## config.mk

```make
export PLATFORM = sky130hd
export DESIGN_NAME = seqdet_top
export DESIGN_NICKNAME = d
export VERILOG_FILES = /design/src/rtl/seqdet_pkg.sv /design/src/rtl/seqdet_nth.sv /design/src/rtl/seqdet_div3.sv /design/src/rtl/seqdet_p011.sv /design/src/rtl/seqdet_p1010.sv /design/src/rtl/seqdet_top.sv
export SDC_FILE = /design/constraint.sdc
export NUM_CORES = 1
export LEC_CHECK = 0
export CAP_MARGIN = 20
export CORE_UTILIZATION = 52
export CTS_CLUSTER_DIAMETER = 60
export CTS_CLUSTER_SIZE = 28
export DETAILED_ROUTE_END_ITERATION = 8
export PLACE_DENSITY = 0.82
export SYNTH_ARGS = -nofsm -noshare
export SYNTH_HDL_FRONTEND = slang
export SYNTH_SLANG_ARGS = --single-unit
export TNS_END_PERCENT = 20
```

## constraint.sdc

```tcl
create_clock -name clk -period 2.6 [get_ports clk]
set_clock_uncertainty 0.15 [all_clocks]
set_input_delay 0.52 -clock clk [delete_from_list [all_inputs] [get_ports clk]]
set_output_delay 0.52 -clock clk [all_outputs]
set_load 0.005 [all_outputs]
```

## src/rtl/seqdet_pkg.sv

```systemverilog
package seqdet_pkg;
  typedef enum logic [1:0] {
    MODE_NTH   = 2'b00,
    MODE_DIV3  = 2'b01,
    MODE_P011  = 2'b10,
    MODE_P1010 = 2'b11
  } mode_e;
  localparam int unsigned NUM_MODES = 4;
endpackage

```

## src/rtl/seqdet_nth.sv

```systemverilog
module seqdet_nth #(
  parameter int unsigned NW = 3
) (
  input  logic          clk,
  input  logic          rst_n,
  input  logic          clr,
  input  logic          en,
  input  logic          din,
  input  logic [NW-1:0] n_sel,
  output logic          hit
);
  logic [NW-1:0] cnt_q, cnt_d;
  logic [NW:0]   inc;
  logic          upd;

  always_comb begin
    inc   = {1'b0, cnt_q} + {{NW{1'b0}}, 1'b1};
    hit   = din && (inc >= {1'b0, n_sel});
    upd   = clr || (en && din);
    cnt_d = cnt_q;
    if (clr)             cnt_d = '0;
    else if (en && din)  cnt_d = hit ? '0 : inc[NW-1:0];
  end

  always_ff @(posedge clk or negedge rst_n) begin
    if (!rst_n)   cnt_q <= '0;
    else if (upd) cnt_q <= cnt_d;
  end

  assert_zero_hold_R4: assert property (@(posedge clk) disable iff (!rst_n)
    (en && !din && !clr) |=> $stable(cnt_q));
  assert_restart_R3: assert property (@(posedge clk) disable iff (!rst_n)
    (en && hit && !clr) |=> (cnt_q == '0));
endmodule

```

## src/rtl/seqdet_div3.sv

```systemverilog
module seqdet_div3 (
  input  logic clk,
  input  logic rst_n,
  input  logic clr,
  input  logic en,
  input  logic din,
  output logic hit
);
  logic [1:0] rem_q, rem_nxt, rem_d;
  logic       upd;

  always_comb begin
    rem_nxt = rem_q;
    if (din) rem_nxt = (rem_q == 2'd2) ? 2'd0 : rem_q + 2'd1;
    hit   = (rem_nxt == 2'd0);
    upd   = clr || en;
    rem_d = clr ? 2'd0 : rem_nxt;
  end

  always_ff @(posedge clk or negedge rst_n) begin
    if (!rst_n)   rem_q <= 2'd0;
    else if (upd) rem_q <= rem_d;
  end

  assert_rem_legal_R5: assert property (@(posedge clk) disable iff (!rst_n)
    rem_q != 2'd3);
endmodule

```

## src/rtl/seqdet_p011.sv

```systemverilog
module seqdet_p011 (
  input  logic clk,
  input  logic rst_n,
  input  logic clr,
  input  logic en,
  input  logic din,
  output logic hit
);
  typedef enum logic [1:0] {A0 = 2'b00, A1 = 2'b01, A2 = 2'b10, A3 = 2'b11} st_e;
  st_e st_q, st_nxt, st_d;
  logic upd;

  always_comb begin
    unique case (st_q)
      A0: st_nxt = din ? A0 : A1;
      A1: st_nxt = din ? A2 : A1;
      A2: st_nxt = din ? A3 : A1;
      A3: st_nxt = din ? A0 : A1;
      default: st_nxt = A0;
    endcase
    hit  = (st_nxt == A3);
    upd  = clr || en;
    st_d = clr ? A0 : st_nxt;
  end

  always_ff @(posedge clk or negedge rst_n) begin
    if (!rst_n)   st_q <= A0;
    else if (upd) st_q <= st_d;
  end

  assert_final_from_pair_R6: assert property (@(posedge clk) disable iff (!rst_n)
    (en && !clr && st_q != A2) |=> (st_q != A3));
endmodule

```

## src/rtl/seqdet_p1010.sv

```systemverilog
module seqdet_p1010 (
  input  logic clk,
  input  logic rst_n,
  input  logic clr,
  input  logic en,
  input  logic din,
  output logic hit
);
  typedef enum logic [2:0] {
    B0 = 3'd0, B1 = 3'd1, B2 = 3'd2, B3 = 3'd3, B4 = 3'd4
  } st_e;
  st_e st_q, st_nxt, st_d;
  logic upd;

  always_comb begin
    unique case (st_q)
      B0: st_nxt = din ? B1 : B0;
      B1: st_nxt = din ? B1 : B2;
      B2: st_nxt = din ? B3 : B0;
      B3: st_nxt = din ? B1 : B4;
      B4: st_nxt = din ? B3 : B0;
      default: st_nxt = B0;
    endcase
    hit  = (st_nxt == B4);
    upd  = clr || en;
    st_d = clr ? B0 : st_nxt;
  end

  always_ff @(posedge clk or negedge rst_n) begin
    if (!rst_n)   st_q <= B0;
    else if (upd) st_q <= st_d;
  end

  assert_state_range_R7: assert property (@(posedge clk) disable iff (!rst_n)
    st_q <= B4);
  assert_overlap_reentry_R7: assert property (@(posedge clk) disable iff (!rst_n)
    (en && !clr && st_q == B4 && din) |=> (st_q == B3));
endmodule

```

## src/rtl/seqdet_top.sv

```systemverilog
module seqdet_top
  import seqdet_pkg::*;
#(
  parameter int unsigned NTH_W = 3
) (
  input  logic             clk,
  input  logic             rst_n,
  input  logic             bit_valid,
  input  logic             bit_in,
  input  logic [1:0]       mode_sel,
  input  logic [NTH_W-1:0] nth_n,
  output logic             detect
);
  logic [1:0]           mode_q;
  logic                 mode_chg, acc, det_d;
  logic [NUM_MODES-1:0] hits;

  always_comb begin
    mode_chg = (mode_sel != mode_q);
    acc      = bit_valid && !mode_chg;
  end

  seqdet_nth #(.NW(NTH_W)) u_nth (
    .clk(clk), .rst_n(rst_n), .clr(mode_chg), .en(acc), .din(bit_in),
    .n_sel(nth_n), .hit(hits[MODE_NTH])
  );
  seqdet_div3 u_div3 (
    .clk(clk), .rst_n(rst_n), .clr(mode_chg), .en(acc), .din(bit_in),
    .hit(hits[MODE_DIV3])
  );
  seqdet_p011 u_p011 (
    .clk(clk), .rst_n(rst_n), .clr(mode_chg), .en(acc), .din(bit_in),
    .hit(hits[MODE_P011])
  );
  seqdet_p1010 u_p1010 (
    .clk(clk), .rst_n(rst_n), .clr(mode_chg), .en(acc), .din(bit_in),
    .hit(hits[MODE_P1010])
  );

  always_comb det_d = acc && hits[mode_sel];

  always_ff @(posedge clk or negedge rst_n) begin
    if (!rst_n) begin
      mode_q <= MODE_NTH;
      detect <= 1'b0;
    end else begin
      if (mode_chg) mode_q <= mode_sel;
      detect <= det_d;
    end
  end

  assert_idle_quiet_R9: assert property (@(posedge clk) disable iff (!rst_n)
    !bit_valid |=> !detect);
  assert_modechg_quiet_R10: assert property (@(posedge clk) disable iff (!rst_n)
    (mode_sel != mode_q) |=> !detect);
  assert_zero_no_end_R6: assert property (@(posedge clk) disable iff (!rst_n)
    (bit_valid && !bit_in && mode_sel == MODE_P011) |=> !detect);
  assert_nth_zero_quiet_R4: assert property (@(posedge clk) disable iff (!rst_n)
    (bit_valid && !bit_in && mode_sel == MODE_NTH) |=> !detect);
endmodule

```

# After elaboration in Yosys (flattened, before gate mapping)

Index checks and enable logic that the tools add are counted.

Mux-type cells: 19
Reductions and logical operators: 14
Add/subtract/negate cells: 2
$lt $le $gt $ge: 2
Equality and inequality tests: 11

Operators by type and width:

| cell                | count |
|---|---|
| $mux 2              | 8 |
| $mux 3              | 5 |
| $pmux 3 s4          | 1 |
| $eq 2x2->1 const B  | 4 |
| $eq 3x2->1 const B  | 2 |
| $eq 3x3->1 const B  | 2 |
| $pmux 2 s3          | 1 |
| $add 3x1->4 const B | 1 |
| $ge 4x3->1          | 1 |
| $logic_and 1x1->1   | 4 |
| $logic_not 2->1     | 2 |
| $reduce_or 2->1     | 2 |
| $eq 3x1->1 const B  | 1 |
| $logic_not 3->1     | 1 |
| $lt 2x3->1 const B  | 1 |
| $mux 1              | 3 |
| $add 2x1->2 const B | 1 |
| $bmux 1 s2          | 1 |
| $eq 2x1->1 const B  | 1 |
| $logic_or 1x1->1    | 2 |
| $ne 2x2->1          | 1 |
| $reduce_and 2->1    | 1 |
| $reduce_bool 2->1   | 1 |
| $logic_not 1->1     | 1 |

Bits of input ports: 9
Flip-flop bits (word level): 13
Output and inout port bits: 1
Word-level logic and storage cells: 54

# Logic depth before layout (Yosys ltp)

Depth in word-level cells: 7
Mapped depth: 7
Mapped depth without buffers: 7

# By module

A second synthesis with hierarchy kept.

Cell total of the unflattened synthesis: 83
Area total of the unflattened synthesis: 822.0 µm²

By module, submodules not included:

| module       | area each (µm²) | cells an instance | instances | seq. area each (µm²) |
|---|---|---|---|---|
| seqdet_nth   | 249.0           | 28                | 1         | 75.1 |
| seqdet_p1010 | 172.7           | 19                | 1         | 75.1 |
| seqdet_top   | 147.6           | 11                | 1         | 75.1 |
| seqdet_p011  | 135.1           | 15                | 1         | 50.0 |
| seqdet_div3  | 117.6           | 10                | 1         | 50.0 |

# Worst setup path after synthesis

No wires, ideal clock.

Path type: reg-to-reg
Start: reg u_nth.cnt_q[0]
End: reg u_nth.cnt_q[0]
Data required time: 2.325 ns
Path buffers: 0
Clock period less this slack: 1.879 ns
Setup slack: 0.721 ns
Library setup time: 0.125 ns
Arrival time: 1.605 ns
Cell stages (with the launch flop): 8
Cell sequence: dfrtp_1 -> ha_1 -> xor2_1 -> ha_1 -> o21ai_0 -> o21ai_0 -> nor3_1 -> mux2_2

Longest elaborated chain between the ends: 6

Ends and longest elaborated chain:

| what                     | line             | source |
|---|---|---|
| from (decl)              | seqdet_nth.sv:12 | `logic [NW-1:0] cnt_q, cnt_d;` |
| from (signal assigned)   | seqdet_nth.sv:27 | `else if (upd) cnt_q <= cnt_d;` |
| $add 3x1->4 (*)          | seqdet_nth.sv:17 | `inc = {1'b0, cnt_q} + {{NW{1'b0}}, 1'b1};` |
| $ge 4x3->1               | seqdet_nth.sv:18 | `hit = din && (inc >= {1'b0, n_sel});` |
| $logic_and 1x1->1        | seqdet_nth.sv:18 |  |
| $mux 3 (*) (2 in series) | seqdet_nth.sv:22 | `else if (en && din) cnt_d = hit ? '0 : inc[NW-1:0];` |
| $mux 3 (*)               | seqdet_nth.sv:21 | `if (clr) cnt_d = '0;` |

Every way passes the cells marked *; elsewhere a longest branch is shown, timed or not. The select of a mux whose other input is x is not followed.
A chain may end at the register's enable or synchronous reset.

# Worst setup path after layout

Same ends and word-level chain as after synthesis.

==> impl_results.md <==
* Outcome: finished, final reports clean
* Area growth syn-to-layout at 17.5%
* Post-CTS setup buffer count at 0
* M3 GR Usage at approximately 8.3%
* Maximum vdd ir drop at between 0.0002 and 0.0003 V
* Nets at between 100 and 150
* Max Cap Viol at 0
* Final Instance Count excl. Fillers at 104
* Ys flop type: dfrtp_1
* Synth warn at 0
* Wire length per cell at 12.5 um
* Ys async rst share at 100%
* # clock sinks at 13
* Crit end category: flop
* Routed vias at around 600
* Post-synth top cells: dfrtp_1, ha_1, inv_1, nor2_1, o21ai_0
* Diode count at 0
* DRC at 0
* Min-Delay Startpoint: u_nth.cnt_q[1]
* Critical Path Source: u_nth.cnt_q[0]
* Reg clk slew, reported paths at approximately 70 ps
* Area leader, netlist: dfrtp_1
* Root Buffer: clkbuf_4
* Cell area after placement at ~870 um2
* Pleak at about 0.4 nW
* Num rows at 13
* Final Cycle Share at 78.6%
* Post-route setup TNS at 0 ps
* GR Util All Layers at about a fifth
* Dominant cells by area after synthesis: dfrtp_1, ha_1, mux2i_1
* Busiest grt layer: met2
* CTS Hold Buffers Added at 0
* Final Slew Violations at 0
* Vias in the first global route at 516
* Chip Width at around 40 um
* Die Y at roughly 40 um
* Initial antenna violation count at 0
* Fin crit period at around 2000 ps
* Most numerous cell in the Yosys netlist: dfrtp_1
* Antenna Nets Post-Route at 0
* Vias per cell at 5.63
* Final setup margin at between 500 and 600 ps
* Slew HR at between 60% and 70%
* Fillers at 114
* Post-synthesis cell area at between 700 and 800 um2
* Synth unique cells at 29
* Slowest CP cell: dfrtp_1
* Crit path cell chain: ha_1 -> ha_1 -> o21ai_0 -> o21ai_0 -> nor3_1 -> mux2_2
* Layout cells sized above 1 at 10.1%
* I/O pins at 10
* Crit-path max FO at 4
* Hold WS at 405 ps
* Post-Route WL at about 1300 um
* TritonRoute pass-1 iters at 2
* GRT met1 Usage at 22.0%
* Placed insts at 100
* Met2 usage at 33.9%
* Core Area at around 1300 um2
* Fin. Hold Viols at 0
* Resize count post-CTS at 0
* Post-synthesis sequential area ratio at around 43%
* Place WS at slightly below 300 ps
* Die area at roughly 1600 um2
* Worst skew pair latency at around 280 ps
* CP peak stage delay at ~430 ps
* Hold/Removal Path Class: reg -> reg
* 1st-iter DRT viols at 7
* Post-Layout Inst Area at ~900 um2
* Crit path launch type: flop
* Crit path DAT at ~2100 ps
* Clk buf depth at 2
* Syn avg cell area at 9.79 um2
* Routability Congestion at roughly 0.67
* Largest net degree at the start of global routing at 14
* Htree depth at 1
* Final setup vio count at 0
* Mapped Nets at slightly above 90
* Worst slew pin tran at approximately 580 ps
* IO Port Bufs at 9
* Starting density of the core at approximately 57%
* Global-route wire length before repair at 2030 um
* Placed wire-length estimate at 1010 um
* CTS Buf Count at 3
* Register bit total from synthesis at 13
* Max Freq at about 490 MHz
* Crit path required time at about 2700 ps
* Synth top area share at between 40% and 50%
* RSZ-0062 raised after global routing: false
* Mapped Cells at slightly below 80
* CTS tree: done
* Kind of critical path: reg -> reg
* Grt total ovfl at 0
* Number of synthesized flops with an enable pin at 0
* PD cells at between 400 and 500 nW/um2
* Worst r2r src: u_nth.cnt_q[0]
-- final timing paths --
path                                   to  slack [ps]  cells after the start
max                        u_nth.cnt_q[0]         560                      6
min                        u_nth.cnt_q[1]         410                      1
max reg2reg                u_nth.cnt_q[0]         560                      6
min reg2reg                u_nth.cnt_q[1]         410                      1
max in group asynchronous  u_p011.st_q[1]        1460                      1
min in group asynchronous       mode_q[1]         460                      1
-- sequential cells by signal, indices dropped and copies added (netlist names) --
name,cells
detect,1
mode_q,2
u_p011.st_q,2
u_p1010.st_q,3
u_nth.cnt_q,3
u_div3.rem_q,2
-- cell usage in the layout, fill, tap and decap left out --
master / instances
dfrtp_1: 13
clkdlybuf4s50_1: 9
inv_1: 6
o21ai_0: 6
nor2_1: 6
ha_1: 6
a21oi_1: 5
nand2_1: 3
nand3b_1: 3
mux2i_1: 3
clkbuf_4: 3
nor3b_1: 2
a31oi_1: 2
xnor2_1: 2
nand2b_1: 2
a22o_1: 2
buf_4: 2
or3_1: 1
a311oi_1: 1
nor3b_2: 1
and2_1: 1
nand2_2: 1
nor4b_2: 1
nand3_1: 1
nor3_1: 1
mux2_2: 1
o221ai_1: 1
xor2_1: 1
o211ai_1: 1
nor2b_1: 1
clkbuf_1: 1
-- worst max-delay path: cells and delay by family (launching register included) --
kind                       cells  cell delay, ps
adders and majority gates      2             620
muxes                          1             210
AOI/OAI and AO/OA              2             250
DFF                            1             430
and+or+nand+nor                1             330
-- per-stage QoR --
stage	util [%]	total power [mW]
2_1_floorplan	-	0.250
3_3_place_gp	65.3	0.276
3_5_place_dp	65.3	0.278
4_1_cts	67.3	0.405
5_1_grt	67.3	0.422
6_report	67.3	0.397
-- cell type report --
cell class	count	area, um2	share of cell area [%]
flip-flops and latches	13	325	36.3
clock buffers	4	26.3	2.93
repair buffers	11	105	11.7
multi-input cells	55	399	44.5
inverters	6	22.5	2.51
well taps	15	18.8	2.09
-- cell families after synthesis --
group,synth area share (%)
AO/OA/AOI/OAI,14.4
XOR/XNOR,3.44
adder cells (fa/ha/maj),9.84
buffers and inverters,5.08
flip-flops,42.6
multiplexers,5.41
AND/OR/NAND/NOR,19.2
-- per-layer routing --
layer | vias to the layer above | part of all wire (%)
met5 | - | 0
met4 | 0 | 1.2
met3 | 3 | 3.8
met2 | 9 | 48
met1 | 275 | 46
li1 | 299 | -
-- power breakdown --
part           total [mW]  switching [mW]  leakage (nW)  internal [mW]
clock network       0.124          0.0643        0.0150         0.0596
logic              0.0608          0.0312         0.209         0.0296
registers           0.212         0.00425         0.176          0.208
total               0.397          0.0997         0.400          0.297
No activity file was read; power rests on OpenSTA's default activity.
